$ cat src/rtl/sgw_pkg.sv
package sgw_pkg;

    // Flag byte bit positions (decoded by the mover and by the walker).
    localparam int FLB_DRAIN  = 1;
    localparam int FLB_CMDPKT = 2;
    localparam int FLB_DIRQ   = 3;
    localparam int FLB_DMA    = 4;
    localparam int FLB_WRITE  = 5;
    localparam int FLB_IOM    = 6;
    localparam int FLB_LAST   = 7;

    typedef enum logic [2:0] {
        WS_IDLE,
        WS_REQ_LO,
        WS_WAIT_LO,
        WS_REQ_HI,
        WS_WAIT_HI,
        WS_OFFER,
        WS_XFER,
        WS_CLOSE
    } walk_state_e;

    typedef struct packed {
        logic [15:0] len;
        logic [7:0]  flags;
        logic        zero_len;
        logic        too_long;
        logic        cmd_late;
    } desc_view_t;

endpackage

$ cat src/rtl/sgw_desc_check.sv
module sgw_desc_check
    import sgw_pkg::*;
#(
    parameter int unsigned MAX_SEG_LEN = 65024
) (
    input  logic [31:0] hi_word,
    input  logic        is_first,
    output desc_view_t  view
);
    logic [7:0] raw_flags;

    always_comb begin
        raw_flags          = hi_word[31:24];
        view.len           = hi_word[15:0];
        view.flags         = raw_flags;
        // packet-command pointers always move toward the device
        if (raw_flags[FLB_CMDPKT]) begin
            view.flags[FLB_WRITE] = 1'b1;
        end
        view.zero_len      = (hi_word[15:0] == 16'd0);
        view.too_long      = (32'(hi_word[15:0]) > 32'(MAX_SEG_LEN));
        view.cmd_late      = raw_flags[FLB_CMDPKT] && !is_first;
    end
endmodule

$ cat src/rtl/sgw_len_tally.sv
module sgw_len_tally #(
    parameter int TOT_W = 32
) (
    input  logic             clk,
    input  logic             rst_n,
    input  logic             clear,
    input  logic             add_en,
    input  logic [15:0]      add_len,
    input  logic             drain_hit,
    input  logic [TOT_W-1:0] expect_len,
    output logic [TOT_W-1:0] total,
    output logic             short_fall,
    output logic             excess
);
    typedef struct packed {
        logic [TOT_W-1:0] sum;
        logic             drain_seen;
    } tally_t;

    tally_t q, d;

    always_comb begin
        d = q;
        if (clear) begin
            d.sum        = '0;
            d.drain_seen = 1'b0;
        end else begin
            if (add_en) begin
                d.sum = q.sum + TOT_W'(add_len);
            end
            if (drain_hit) begin
                d.drain_seen = 1'b1;
            end
        end
    end

    always_ff @(posedge clk or negedge rst_n) begin
        if (!rst_n) begin
            q <= '0;
        end else begin
            q <= d;
        end
    end

    assign total      = q.sum;
    assign short_fall = (q.sum < expect_len);
    assign excess     = (q.sum > expect_len) && !q.drain_seen;
endmodule

$ cat src/rtl/sg_chain_walker.sv
module sg_chain_walker
    import sgw_pkg::*;
#(
    parameter int unsigned MAX_SEG_LEN = 65024,
    parameter int          MAX_DESC    = 16
) (
    input  logic        clk,
    input  logic        rst_n,
    input  logic        start,
    input  logic [31:0] base_ptr,
    input  logic [31:0] expect_len,
    output logic        busy,
    output logic        done,
    output logic [31:0] total_bytes,
    output logic        underflow,
    output logic        overflow,
    output logic        err_zero_len,
    output logic        err_seg_long,
    output logic        err_cdb_order,
    output logic        err_chain_long,
    output logic        mem_req_valid,
    input  logic        mem_req_ready,
    output logic [31:0] mem_req_addr,
    input  logic        mem_rsp_valid,
    input  logic [31:0] mem_rsp_data,
    output logic        seg_valid,
    input  logic        seg_ready,
    output logic [31:0] seg_addr,
    output logic [15:0] seg_len,
    output logic [7:0]  seg_flags,
    input  logic        seg_done
);
    localparam int IDX_W = $clog2(MAX_DESC + 1);
    localparam logic [IDX_W-1:0] IDX_LAST = IDX_W'(MAX_DESC - 1);
    localparam logic [31:0] DESC_BYTES = 32'd8;
    localparam logic [31:0] HI_OFFSET  = 32'd4;

    typedef struct packed {
        walk_state_e      state;
        logic [31:0]      ptr;
        logic [IDX_W-1:0] idx;
        logic [31:0]      s_addr;
        logic [15:0]      s_len;
        logic [7:0]       s_flags;
        logic             e_zero;
        logic             e_long;
        logic             e_cmd;
        logic             e_chain;
        logic             under;
        logic             over;
        logic             done;
    } walk_t;

    walk_t q, d;

    desc_view_t view;
    logic       tally_clear;
    logic       tally_add;
    logic       tally_drain;
    logic       tally_short;
    logic       tally_excess;

    sgw_desc_check #(
        .MAX_SEG_LEN(MAX_SEG_LEN)
    ) u_check (
        .hi_word (mem_rsp_data),
        .is_first(q.idx == '0),
        .view    (view)
    );

    sgw_len_tally #(
        .TOT_W(32)
    ) u_tally (
        .clk       (clk),
        .rst_n     (rst_n),
        .clear     (tally_clear),
        .add_en    (tally_add),
        .add_len   (q.s_len),
        .drain_hit (tally_drain),
        .expect_len(expect_len),
        .total     (total_bytes),
        .short_fall(tally_short),
        .excess    (tally_excess)
    );

    always_comb begin
        d           = q;
        d.done      = 1'b0;
        tally_clear = 1'b0;
        tally_add   = 1'b0;
        tally_drain = 1'b0;

        unique case (q.state)
            WS_IDLE: begin
                if (start) begin
                    d.state     = WS_REQ_LO;
                    d.ptr       = base_ptr;
                    d.idx       = '0;
                    d.e_zero    = 1'b0;
                    d.e_long    = 1'b0;
                    d.e_cmd     = 1'b0;
                    d.e_chain   = 1'b0;
                    d.under     = 1'b0;
                    d.over      = 1'b0;
                    tally_clear = 1'b1;
                end
            end
            WS_REQ_LO: begin
                if (mem_req_ready) begin
                    d.state = WS_WAIT_LO;
                end
            end
            WS_WAIT_LO: begin
                if (mem_rsp_valid) begin
                    d.s_addr = mem_rsp_data;
                    d.state  = WS_REQ_HI;
                end
            end
            WS_REQ_HI: begin
                if (mem_req_ready) begin
                    d.state = WS_WAIT_HI;
                end
            end
            WS_WAIT_HI: begin
                if (mem_rsp_valid) begin
                    if (view.zero_len) begin
                        d.e_zero = 1'b1;
                        d.done   = 1'b1;
                        d.state  = WS_IDLE;
                    end else if (view.too_long) begin
                        d.e_long = 1'b1;
                        d.done   = 1'b1;
                        d.state  = WS_IDLE;
                    end else if (view.cmd_late) begin
                        d.e_cmd  = 1'b1;
                        d.done   = 1'b1;
                        d.state  = WS_IDLE;
                    end else begin
                        d.s_len     = view.len;
                        d.s_flags   = view.flags;
                        tally_drain = view.flags[FLB_DRAIN];
                        d.state     = WS_OFFER;
                    end
                end
            end
            WS_OFFER: begin
                if (seg_ready) begin
                    d.state = WS_XFER;
                end
            end
            WS_XFER: begin
                if (seg_done) begin
                    tally_add = 1'b1;
                    if (q.s_flags[FLB_LAST]) begin
                        d.state = WS_CLOSE;
                    end else if (q.idx == IDX_LAST) begin
                        d.e_chain = 1'b1;
                        d.done    = 1'b1;
                        d.state   = WS_IDLE;
                    end else begin
                        d.idx   = q.idx + 1'b1;
                        d.ptr   = q.ptr + DESC_BYTES;
                        d.state = WS_REQ_LO;
                    end
                end
            end
            WS_CLOSE: begin
                d.under = tally_short;
                d.over  = tally_excess;
                d.done  = 1'b1;
                d.state = WS_IDLE;
            end
            default: begin
                d.state = WS_IDLE;
            end
        endcase
    end

    always_ff @(posedge clk or negedge rst_n) begin
        if (!rst_n) begin
            q       <= '0;
            q.state <= WS_IDLE;
        end else begin
            q <= d;
        end
    end

    assign busy           = (q.state != WS_IDLE);
    assign done           = q.done;
    assign underflow      = q.under;
    assign overflow       = q.over;
    assign err_zero_len   = q.e_zero;
    assign err_seg_long   = q.e_long;
    assign err_cdb_order  = q.e_cmd;
    assign err_chain_long = q.e_chain;

    assign mem_req_valid  = (q.state == WS_REQ_LO) || (q.state == WS_REQ_HI);
    assign mem_req_addr   = (q.state == WS_REQ_HI) ? (q.ptr + HI_OFFSET) : q.ptr;

    assign seg_valid      = (q.state == WS_OFFER);
    assign seg_addr       = q.s_addr;
    assign seg_len        = q.s_len;
    assign seg_flags      = q.s_flags;
endmodule

$ cat config.mk
export PLATFORM = sky130hd
export DESIGN_NAME = sg_chain_walker
export DESIGN_NICKNAME = d
export VERILOG_FILES = /design/src/rtl/sgw_pkg.sv /design/src/rtl/sgw_desc_check.sv /design/src/rtl/sgw_len_tally.sv /design/src/rtl/sg_chain_walker.sv
export SDC_FILE = /design/constraint.sdc
export NUM_CORES = 1
export LEC_CHECK = 0
export ABC_CLOCK_PERIOD_IN_PS = 3200
export BUFFER_PORTS_ARGS = -buffer_cell sky130_fd_sc_hd__buf_2
export CAP_MARGIN = 20
export CORE_MARGIN = 3
export CORE_UTILIZATION = 45
export DETAILED_ROUTE_END_ITERATION = 10
export PLACE_DENSITY = 0.71
export SETUP_SLACK_MARGIN = 0.15
export SLEW_MARGIN = 0
export SYNTH_ARGS = -nofsm -noshare
export SYNTH_HDL_FRONTEND = slang
export SYNTH_HIERARCHICAL = 1
export SYNTH_SLANG_ARGS = --single-unit
$ cat constraint.sdc
create_clock -name clk -period 3.2 [get_ports clk]
set_input_delay 0.64 -clock clk [delete_from_list [all_inputs] [get_ports clk]]
set_output_delay 0.64 -clock clk [all_outputs]
set_load 0.02 [all_outputs]
==> results of run 1 <==
repair_timing:
| action | 4_1_cts | 5_1_grt |
|---|---|---|
| resized for setup | 3 | 11 |
| endpoints found under the setup margin | 6 | 10 |
| hold endpoints to repair | 0 | 0 |
| pin swaps | 1 | 1 |
| setup buffers | 2 | 2 |
synthesized netlist by cell type, types with 6 or more instances:
master,instances
o311ai_0,6
dfrtp_1,136
a221o_1,7
xnor2_1,20
nor2_1,81
mux2_2,57
nor4_1,8
or3_1,6
and3_1,22
o21ai_0,26
xor2_1,26
nand4_1,25
nand2_1,71
and2_1,7
mux2i_1,8
a21oi_1,42
nand3_1,33
nor2b_1,17
buf_4,114
a21o_1,20
ha_1,54
nor3_1,18
a31oi_1,6
mux2_1,7
o211ai_1,10
buf_6,7
clkbuf_1,14
buf_2,15
inv_1,49
where the power goes:
group	switching [uW]	total, uW	leakage [uW]	internal [uW]
sequential	738	3120	0.00173	2380
combinational	2560	4290	0.00346	1730
clock	805	2060	0.000298	1250
worst min path at each step:
stage	startpoint	to	slack, ns	cells after the start
after floorplan	rst_n	done$_DFF_PN0_	0.34	0
after global placement	q[69]$_DFFE_PN0P_	q[69]$_DFFE_PN0P_	0.45	2
after detailed placement	err_chain_long$_DFFE_PN0P_	err_chain_long$_DFFE_PN0P_	0.46	2
after CTS	rst_n	q[86]$_DFFE_PN0P_	0.21	1
after global routing	rst_n	q[86]$_DFFE_PN0P_	0.23	1
final	rst_n	q[86]$_DFFE_PN0P_	0.20	1
sequential cells by signal (all words and copies together), names as in the netlist:
register        cells
q                  40
seg_addr           32
u_tally/total      32
seg_len            16
seg_flags           8
done                1
err_cdb_order       1
err_chain_long      1
err_seg_long        1
err_zero_len        1
overflow            1
u_tally/q           1
underflow           1
through the flow:
| step | hold WS, ns | instance area (sq um) | std cells | total power, uW | util |
|---|---|---|---|---|---|
| floorplan | 0.344 | 9480 | 1005 | 6610 | - |
| global placement | 0.452 | 10000 | 1372 | 7280 | 0.490 |
| detailed placement | 0.463 | 10000 | 1372 | 7370 | 0.490 |
| CTS | 0.213 | 10700 | 1406 | 9480 | 0.521 |
| global route | 0.231 | 10700 | 1408 | 10100 | 0.524 |
| finish | 0.204 | 10700 | 1409 | 9470 | 0.524 |
worst register-to-register path: stages (launching register included):
cell,delay (ns)
dfrtp_1,0.41
ha_1,0.22
and3_1,0.20
ha_1,0.21
nor3b_1,0.48
nand2_1,0.14
nand2_1,0.41
o21ai_0,0.19
a221o_1,0.33
routing by layer:
metal,GRT usage,vias to the layer above,share of wire
met3,0.0482,33,0.068
li1,-,3689,-
met5,0,-,0
met2,0.331,285,0.44
met4,0.0675,0,0.017
met1,0.308,3686,0.47
logic make-up (layout without fill, tap and decap cells):
logic type / count (synthesis) / after routing
other cells: 0 / 1
simple gates: 326 / 326
compound gates: 166 / 166
buf+inv: 204 / 337
flops: 136 / 136
fa+ha+maj: 55 / 55
xor+xnor: 46 / 46
mux: 72 / 72
final cells by class:
class,instances,share of cell area
Multi-Input combinational cell,665,0.450
Tap cell,270,0.0315
Sequential cell,136,0.317
Antenna cell,1,0.000233
Clock inverter,13,0.0157
Timing Repair Buffer,256,0.127
Clock buffer,19,0.0413
Inverter,49,0.0171
==> impl_results.md, run 1 <==
- CTS tree: yes
- Die ar.: between 20,000 and 25,000 sq um
- Post-synth EDFFs: 0
- Clock latency on the worst-skew pair: between 0.4 and 0.5 ns
- Clock skew: between 0.01 and 0.015 ns
- FP Rows: 52
- Cell area after synthesis: roughly 9500 sq um
- Hold-fix buffers at CTS: 0
- Max FO, Critical Path: 6
- I/O pins: approximately 230
- Ys Warns: 6
- CTS Buf Count: 17
- Post-synth ARST share: 1.00
- Leakage power: 0.00548 uW
- CP startpoint kind: flip-flop
- Core footprint: about 20,000 sq um
- Largest net degree at the start of global routing: between 60 and 70
- Setup crit end: mem_req_addr[12]
- Adder-Cell Fraction of Synth Area: 0.0734
- Pre-antenna DRT Iters: 5
- Share of the synthesized area in the top cell type: 0.359
- Post-Synth XOR/XNOR Area: 0.0425
- Top post-synthesis cells by area: dfrtp_1, buf_4, ha_1
- H-tree Lvls: 4
- Max Cap Viol: 0
- Simple-gate share of the synthesized area: 0.183
- Fin. max-slew vios: 0
- Routed WL: between 20 and 25 mm
- Initial DRC Count: 372
- Routed WL per cell: about 18 um
- Seq/Total Area, Yosys: 0.359
- Worst path max stage delay: about 0.43 ns
- Fin Setup TNS: 0 ns
- Setup crit end kind: output port
- Detailed-route DRC error count: 0
- Setup CP Type: flip-flop to output port
- Initial core utilization: 0.463
- Final setup margin: 0.262 ns
- Synthesized instance count: approximately 1k
- Mux share of post-synthesis cell area: 0.0845
- Crit path max-delay family: simple AND/OR/NAND/NOR gates
- Post-synth top flop: dfrtp_1
- Syn_area_per_cell: around 9.4 sq um
- Syn_nets: approximately 1.2k
- Commonest cells after routing, fill and taps aside: buf_2, dfrtp_1, nor2_1
- IO Port Bufs: roughly 230
- CTS root buf: clkbuf_16
- Final Cycle Share: 0.918
- RR Endpoint: q[78]$_DFFE_PN0P_
- Vias in the first global route: between 7k and 8k
- Clk slew on worst S/H paths: around 0.070 ns
- R2R setup slack: 0.50 ns
- FF-to-FF path depth: 8
- Reg-to-reg startpoint: q[63]$_DFFE_PN0P_
- First-pass GRT wire length: between 30 and 40 mm
- Initial antenna violation count: 0
- Final Net Count: 1,283
- Multi-input gate area: 4830 sq um
- CP cell instances: ha_1 > nand3_1 > or2_2 > nor3_2 > nand2_1 > xnor2_1 > buf_2
- RSZ-0062 raised after global routing: true
- GPL Wtd Cong: between 0.9 and 1
- Total track usage: 0.217
- Worst Hold Class: primary input to async pin
- Total gr overflow: 0
- Power Density: 882 nW/um^2
- Routed Antenna Nets: 0
- Vias per Instance: 5.46
- Hold Fails Final Rpt: 0
- Number of stages on the worst setup path: 7
- Unique masters post-synth: 80
- Clock Sinks: about 140
- CTS Buffer Depth: 2
- Worst EP required: roughly 2.6 ns
- Largest family of logic cells by synthesized area: simple AND/OR/NAND/NOR gates
- Status: finished clean
- Yosys top cell by area: dfrtp_1
- CP max stage cell: dfrtp_2
- WP buf/inv: 1
- Vias: between 7k and 8k
- Die width: around 150 um
- Max-slew headroom: 0.578
- Maximum VDD drop: 673 uV
- Worst Setup SP: q[71]$_DFFE_PN0P_
- Die height: about 150 um
- Yosys reg bits: about 140
- Final Setup Violations: 0
- FMAX: 0.340 GHz
- Post-synthesis compound-gate area fraction: 0.121
- Share of post-route cells with drive strength above 1: 0.334
- # fillers: 1,896
- Register area: between 3000 and 4000 sq um
- Commonest non-fill, non-tap cell in the layout: buf_2
- Detail Placement HPWL: 18.5 mm
- Min Clock Period, post-route: about 2.9 ns
- Slew at the pin with the worst max-slew slack: about 0.63 ns
- Worst EP arrival: about 2.3 ns
- Area Overhead vs Synth: 13.2%
- Pre-CTS setup slack: roughly 0.26 ns
Note: power is estimated with default switching activity, not from simulation.
==> run 2: changes to the inputs <==
--- a/config.mk
+++ b/config.mk
@@ -5,13 +5,14 @@
 export SDC_FILE = /design/constraint.sdc
 export NUM_CORES = 1
 export LEC_CHECK = 0
+export ABC_AREA = 1
 export ABC_CLOCK_PERIOD_IN_PS = 3200
 export BUFFER_PORTS_ARGS = -buffer_cell sky130_fd_sc_hd__buf_2
 export CAP_MARGIN = 20
 export CORE_MARGIN = 3
-export CORE_UTILIZATION = 45
+export CORE_UTILIZATION = 55
 export DETAILED_ROUTE_END_ITERATION = 10
-export PLACE_DENSITY = 0.71
+export PLACE_DENSITY = 0.83
 export SETUP_SLACK_MARGIN = 0.15
 export SLEW_MARGIN = 0
 export SYNTH_ARGS = -nofsm -noshare
==> run 2 against run 1 <==
  * Non-clock buffer count is 13 lower
  * Sequential share of layout area is 3.1 points lower
  * Critical path type unchanged
  * Core utilization is 10 points higher
  * Area after synthesis is 13% higher
  * Largest power group unchanged
  * Clock power is 8% lower
  * Routed wire length is 13% higher
==> impl_results.md, run 2 <==
- Post-synth ARST share: 1.00 (unchanged)
- First-pass GRT wire length: 45.9 mm (was 38.8 mm)
- Detailed-route DRC error count: 0 (unchanged)
- Fin. max-slew vios: 0 (unchanged)
- CP startpoint kind: flip-flop (unchanged)
- Area Overhead vs Synth: 10.4% (was 13.2%)
- Commonest non-fill, non-tap cell in the layout: nand2_1 (was buf_2)
- IO Port Bufs: 232 (unchanged)
- Yosys top cell by area: dfrtp_1 (unchanged)
- Min Clock Period, post-route: 2.90 ns (was 2.94 ns)
- Max FFs per register: 40 (unchanged)
- Worst EP required: 2.56 ns (about the same)
- Finished layout cell area: 11,900 sq um (was 10,700 sq um)
- Placed cell area: 11,300 sq um (was 10,000 sq um)
- Clock skew: 0.0179 ns (was 0.0130 ns)
- Final Net Count: 1,696 (was 1,283)
- Power Density: 872 nW/um^2 (was 882 nW/um^2)
- Mux share of post-synthesis cell area: 0.0740 (was 0.0845)
- Fin Setup TNS: 0 ns (unchanged)
- Die ar.: 21,300 sq um (was 22,800 sq um)
- Most frequent cell after synthesis: nand2_1 (was dfrtp_1)
- Routed WL: 28.1 mm (was 24.9 mm)
- FMAX: 0.345 GHz (was 0.340 GHz)
- Initial DRC Count: 686 (was 372)
- Hold Fails Final Rpt: 0 (unchanged)
- Setup crit end kind: output port (unchanged)
- CTS root buf: clkbuf_16 (unchanged)
- Largest net degree at the start of global routing: 68 (was 63)
- Cell area after synthesis: 10,800 sq um (was 9480 sq um)
- Net load switching power: 4900 uW (was 4110 uW)
- CTS Buffer Depth: 2 (unchanged)
- Post-CTS sizing: 0 (was 3)
- Status: finished clean (unchanged)
- Post-CTS setup buffers: 0 (was 2)
- Syn_area_per_cell: 7.61 sq um (was 9.43 sq um)
- Routed Antenna Nets: 0 (unchanged)
- Max-slew headroom: 0.528 (was 0.578)
- RSZ-0062 raised after global routing: false (was true)
- Initial core utilization: 0.567 (was 0.463)
- Unique masters post-synth: 49 (was 80)
- Setup CP Type: flip-flop to output port (unchanged)
- Post-route insts no fill: 1,811 (was 1,409)
- Max FO, Critical Path: 8 (was 6)
- I/O pins: 233 (unchanged)
- Internal: 5450 uW (was 5370 uW)
- Clock latency on the worst-skew pair: 0.43 ns (about the same)
- Seq/Total Area, Yosys: 0.317 (was 0.359)
- Top post-synthesis cells by area: dfrtp_1, nand2_1, buf_4 (was dfrtp_1, buf_4, ha_1)
- Clock Sinks: 136 (unchanged)
- Total gr overflow: 0 (unchanged)
- Post-synth top flop: dfrtp_1 (unchanged)
- Leakage power: 0.00652 uW (was 0.00548 uW)
- Post-synthesis compound-gate area fraction: 0.0709 (was 0.121)
- H-tree Lvls: 4 (unchanged)
- Clock power frac: 0.184 (was 0.217)
- Yosys reg bits: 136 (unchanged)
- Total track usage: 0.262 (was 0.217)
- Routed WL per cell: 15.5 um (was 17.7 um)
- Post-synth EDFFs: 0 (unchanged)
- Largest family of logic cells by synthesized area: simple AND/OR/NAND/NOR gates (unchanged)
- Vias: 9,480 (was 7,693)
- Initial antenna violation count: 0 (unchanged)
- Ys Warns: 6 (unchanged)
- Flop pwr share: 0.300 (was 0.329)
- Final Setup Violations: 0 (unchanged)
- Die height: 146 um (was 151 um)
- Worst Hold Class: primary input to async pin (unchanged)
- Dpl cells: 1,776 (was 1,372)
- Sw Ratio: 0.473 (was 0.433)
- Share of post-route cells with drive strength above 1: 0.270 (was 0.334)
- Synthesized instance count: 1,413 (was 1,005)
- Logic pwr share: 0.516 (was 0.453)
- Maximum VDD drop: 606 uV (was 673 uV)
- Max Cap Viol: 0 (unchanged)
- Hold-fix buffers at CTS: 0 (unchanged)
- Share of the synthesized area in the top cell type: 0.317 (was 0.359)
- Commonest cells post-synth: nand2_1, inv_1, dfrtp_1 (was dfrtp_1, buf_4, nor2_1)
- Syn_nets: 1,571 (was 1,163)
- Core footprint: 19,000 sq um (was 20,500 sq um)
- Vias in the first global route: 9,398 (was 7,295)
- Clk slew on worst S/H paths: 0.06 ns (was 0.07 ns)
- Commonest cells after routing, fill and taps aside: nand2_1, buf_2, inv_1 (was buf_2, dfrtp_1, nor2_1)
- Post-Synth XOR/XNOR Area: 0.0236 (was 0.0425)
- Register bank with the most flops: q (unchanged)
- Die width: 146 um (was 151 um)
- Final Cycle Share: 0.907 (was 0.918)
- Pre-antenna DRT Iters: 5 (unchanged)
- Adder-Cell Fraction of Synth Area: 0.0647 (was 0.0734)
- Vias per Instance: 5.23 (was 5.46)
- Detail Placement HPWL: 21.7 mm (was 18.5 mm)
- CTS Buf Count: 17 (unchanged)
- GPL Wtd Cong: 0.955 (was 0.916)
- CTS tree: yes (unchanged)
- Worst EP arrival: 2.26 ns (was 2.30 ns)
- Simple-gate share of the synthesized area: 0.295 (was 0.183)
- FP Rows: 50 (was 52)
- Slew at the pin with the worst max-slew slack: 0.705 ns (was 0.634 ns)
- N_diodes: 0 (was 1)
[run 2: area by class of cell]
type / count / area, sq um
Sequential cell: 136 / 3400
Inverter: 170 / 648
Timing Repair Buffer: 243 / 1250
Tap cell: 260 / 325
Clock buffer: 18 / 439
Fill cell: 1710 / 7090
Clock inverter: 14 / 126
Multi-Input combinational cell: 970 / 5680
[run 2: final timing paths]
check	start	endpoint	slack [ns]	cells after the start
max	q[100]$_DFFE_PN0P_	mem_req_addr[16]	0.30	7
min	rst_n	q[68]$_DFFE_PN0P_	0.21	1
max reg2reg	q[100]$_DFFE_PN0P_	u_tally/total[31]$_DFFE_PN0P_	0.75	11
min reg2reg	q[68]$_DFFE_PN0P_	q[68]$_DFFE_PN0P_	0.47	2
max in group asynchronous	rst_n	q[63]$_DFFE_PN0P_	2.13	2
min in group clk	base_ptr[1]	q[69]$_DFFE_PN0P_	0.42	3
[run 2: routing by layer]
layer | wire (um) | track usage | vias up
li1 | - | - | 4648
met1 | 11600 | 0.325 | 4408
met2 | 13700 | 0.452 | 371
met3 | 1920 | 0.0461 | 53
met4 | 816 | 0.107 | 0
met5 | 0 | 0 | -
[run 2: power groups by stage]
| stage | sequential [uW] | clock [uW] | combinational [uW] |
|---|---|---|---|
| floorplan | 2850 | 0 | 4610 |
| global placement | 3080 | 0 | 5150 |
| detailed placement | 3100 | 0 | 5300 |
| CTS | 3090 | 1930 | 5330 |
| global route | 3190 | 2010 | 5810 |
| finish | 3100 | 1900 | 5340 |
[run 2: cells by family (layout without fill, tap and decap cells)]
group                      after synthesis  in the layout
muxes                                   55             55
buffers and inverters                  307            445
xor gates and xnor gates                29             29
and+or+nand+nor                        702            702
adders and majority gates               55             55
DFF                                    136            136
AOI/OAI and AO/OA                      129            129
[run 2: critical path, stage by stage (launching register included)]
cell	delay [ns]
dfrtp_1	0.64
nand3_4	0.19
nor2_4	0.17
nand3_2	0.15
nor2_2	0.21
nand2_1	0.10
xor2_1	0.19
buf_2	0.20
[run 2: metrics by stage]
stage | utilization | hold WS, ns | setup WS [ns] | total power (uW)
after detailed placement | 0.595 | 0.457 | 0.569 | 8400
after global routing | 0.626 | 0.259 | 0.156 | 11000
after CTS | 0.625 | 0.235 | 0.214 | 10400
after global placement | 0.595 | 0.452 | 0.637 | 8230
final | 0.626 | 0.206 | 0.298 | 10300
after floorplan | - | 0.344 | 0.935 | 7460
==> run 3: changes to the inputs <==
--- a/config.mk
+++ b/config.mk
@@ -13,6 +13,7 @@
 export CORE_UTILIZATION = 55
 export DETAILED_ROUTE_END_ITERATION = 10
 export PLACE_DENSITY = 0.83
+export RECOVER_POWER = 25
 export SETUP_SLACK_MARGIN = 0.15
 export SLEW_MARGIN = 0
 export SYNTH_ARGS = -nofsm -noshare
==> run 3 against run 2 <==
  * The run now ends with capacitance limit, slew limit left
  * Sequential power barely moved
  * Hold slack improved by 0.22 ns
  * Power barely moved
  * Clock power barely moved
  * Register-to-register slack barely moved
  * Count of clock-buffer cells in the layout did not move
  * Critical endpoint unchanged
  * Highest routed layer unchanged
==> impl_results.md, run 3 (synthesis results as in run 2) <==
- Post-CTS setup buffers: 0 (unchanged)
- CTS tree: yes (unchanged)
- Routed Antenna Nets: 0 (unchanged)
- Core footprint: 19,000 sq um (unchanged)
- Die ar.: 21,300 sq um (unchanged)
- Max FFs per register: 40 (unchanged)
- Maximum VDD drop: 606 uV (about the same)
- IO Port Bufs: 232 (unchanged)
- Status: complete, but fails checks (was finished clean)
- # fillers: 1,710 (unchanged)
- Placed cell area: 11,300 sq um (unchanged)
- Initial antenna violation count: 0 (unchanged)
- Die height: 146 um (unchanged)
- Leakage power: 0.00652 uW (about the same)
- Worst EP required: 2.56 ns (about the same)
- Min Clock Period, post-route: 2.90 ns (about the same)
- RSZ-0062 raised after global routing: false (unchanged)
- Clock skew: 0.0179 ns (about the same)
- Pre-antenna DRT Iters: 5 (unchanged)
- Slew at the pin with the worst max-slew slack: 1.75 ns (was 0.705 ns)
- Commonest non-fill, non-tap cell in the layout: nand2_1 (unchanged)
- Final Setup Violations: 0 (unchanged)
- Initial core utilization: 0.567 (unchanged)
- Total track usage: 0.262 (unchanged)
- Worst Hold Launch: base_ptr[1]
- Vias: 9,477 (was 9,480)
- WHS Path Cells: 3
- H-tree Lvls: 4 (unchanged)
- Clk slew on worst S/H paths: 0.06 ns (about the same)
- Final Cycle Share: 0.907 (about the same)
- Max Cap Viol: 1 (was 0)
- Worst Hold Class: primary input to flip-flop (was primary input to async pin)
- First-pass GRT wire length: 45.9 mm (unchanged)
- CTS Buffer Depth: 2 (unchanged)
- Finished layout cell area: 11,900 sq um (about the same)
- Total gr overflow: 0 (unchanged)
- Power Density: 873 nW/um^2 (was 872 nW/um^2)
- Commonest cells after routing, fill and taps aside: nand2_1, buf_2, inv_1 (unchanged)
- Fin. max-slew vios: 68 (was 0)
- Routed WL per cell: 15.5 um (about the same)
- Post-CTS sizing: 0 (unchanged)
- Clock latency on the worst-skew pair: 0.43 ns (about the same)
- R2R setup slack: 0.76 ns (was 0.75 ns)
- Failing checks: capacitance limit, slew limit
- Detail Placement HPWL: 21.7 mm (unchanged)
- CTS Buf Count: 17 (unchanged)
- Worst EP arrival: 2.26 ns (about the same)
- FF-to-FF path depth: 11 (unchanged)
- Worst Hold Path EP: q[69]$_DFFE_PN0P_
- Vias in the first global route: 9,398 (unchanged)
- N_diodes: 0 (unchanged)
- FMAX: 0.345 GHz (about the same)
- Area Overhead vs Synth: 10.3% (was 10.4%)
- Hold-fix buffers at CTS: 0 (unchanged)
- Design Power: 10,300 uW (about the same)
- Fin Setup TNS: 0 ns (unchanged)
- Max-slew headroom: -0.168 (was 0.528)
- Routed WL: 28.1 mm (about the same)
- Setup crit end kind: output port (unchanged)
- Vias per Instance: 5.23 (about the same)
- CP startpoint kind: flip-flop (unchanged)
- Largest net degree at the start of global routing: 68 (unchanged)
- Clock Sinks: 136 (unchanged)
- Die width: 146 um (unchanged)
- RR Endpoint: u_tally/total[31]$_DFFE_PN0P_ (unchanged)
- Register bank with the most flops: q (unchanged)
- Share of post-route cells with drive strength above 1: 0.269 (was 0.270)
- FP Rows: 50 (unchanged)
- GPL Wtd Cong: 0.955 (unchanged)
- Final Net Count: 1,696 (unchanged)
- Detailed-route DRC error count: 0 (unchanged)
- CTS root buf: clkbuf_16 (unchanged)
- Reg-to-reg startpoint: q[100]$_DFFE_PN0P_ (unchanged)
- Hold Fails Final Rpt: 0 (unchanged)
- Max FO, Critical Path: 8 (unchanged)
- I/O pins: 233 (unchanged)
- Setup CP Type: flip-flop to output port (unchanged)
- Initial DRC Count: 691 (was 686)
-- run 3: cell types whose count changed in the layout (fill, tap and decap cells not counted) --
| cell | delta |
|---|---|
| buf_6 | -1 |
| clkbuf_2 | +2 |
| clkbuf_1 | +1 |
| buf_4 | -2 |
-- run 3: power by group --
| group | internal, uW | switching, uW | total, uW |
|---|---|---|---|
| sequential | 2390 | 715 | 3100 |
| clock | 1050 | 859 | 1900 |
| combinational | 2020 | 3320 | 5340 |
| total | 5450 | 4890 | 10300 |
-- run 3: worst max path at each step --
| stage | start | endpoint | slack [ns] |
|---|---|---|---|
| 4_1_cts | q[100]$_DFFE_PN0P_ | mem_req_addr[27] | 0.21 |
| 5_1_grt | q[71]$_DFFE_PN0P_ | mem_req_addr[21] | 0.16 |
| 6_report | q[100]$_DFFE_PN0P_ | mem_req_addr[16] | 0.30 |
| 3_5_place_dp | mem_rsp_data[7] | seg_len[5]$_DFFE_PN0P_ | 0.57 |
| 2_1_floorplan | q[72]$_DFFE_PN0P_ | mem_req_addr[13] | 0.94 |
| 3_3_place_gp | mem_rsp_data[7] | seg_len[6]$_DFFE_PN0P_ | 0.64 |
-- run 3: cell type report --
cell class | count | area (sq um) | share of cell area
Tap cell | 260 | 325 | 0.0274
Multi-Input combinational cell | 970 | 5680 | 0.479
Inverter | 170 | 648 | 0.0547
Timing Repair Buffer | 243 | 1240 | 0.104
Sequential cell | 136 | 3400 | 0.287
Clock inverter | 14 | 126 | 0.0107
Clock buffer | 18 | 439 | 0.0370
-- run 3: critical path, stage by stage (launching register included) --
cell and delay [ns]:
dfrtp_1 0.64, nand3_4 0.19, nor2_4 0.17, nand3_2 0.15
nor2_2 0.21, nand2_1 0.10, xor2_1 0.19, buf_2 0.20
-- run 3: metrics by stage --
step,std cells,setup slack [ns],utilization,hold slack [ns]
2_1_floorplan,1413,0.935,-,0.344
3_3_place_gp,1776,0.637,0.595,0.452
3_5_place_dp,1776,0.569,0.595,0.457
4_1_cts,1808,0.214,0.625,0.235
5_1_grt,1811,0.156,0.625,0.429
6_report,1811,0.298,0.625,0.423
-- run 3: per-layer routing --
| metal | up-vias | global-route usage | wire [um] | part of all wire |
|---|---|---|---|---|
| met4 | 0 | 0.107 | 816 | 0.029 |
| met3 | 53 | 0.0461 | 1860 | 0.066 |
| li1 | 4649 | - | - | - |
| met2 | 348 | 0.452 | 13800 | 0.49 |
| met5 | - | 0 | 0 | 0 |
| met1 | 4427 | 0.325 | 11700 | 0.41 |
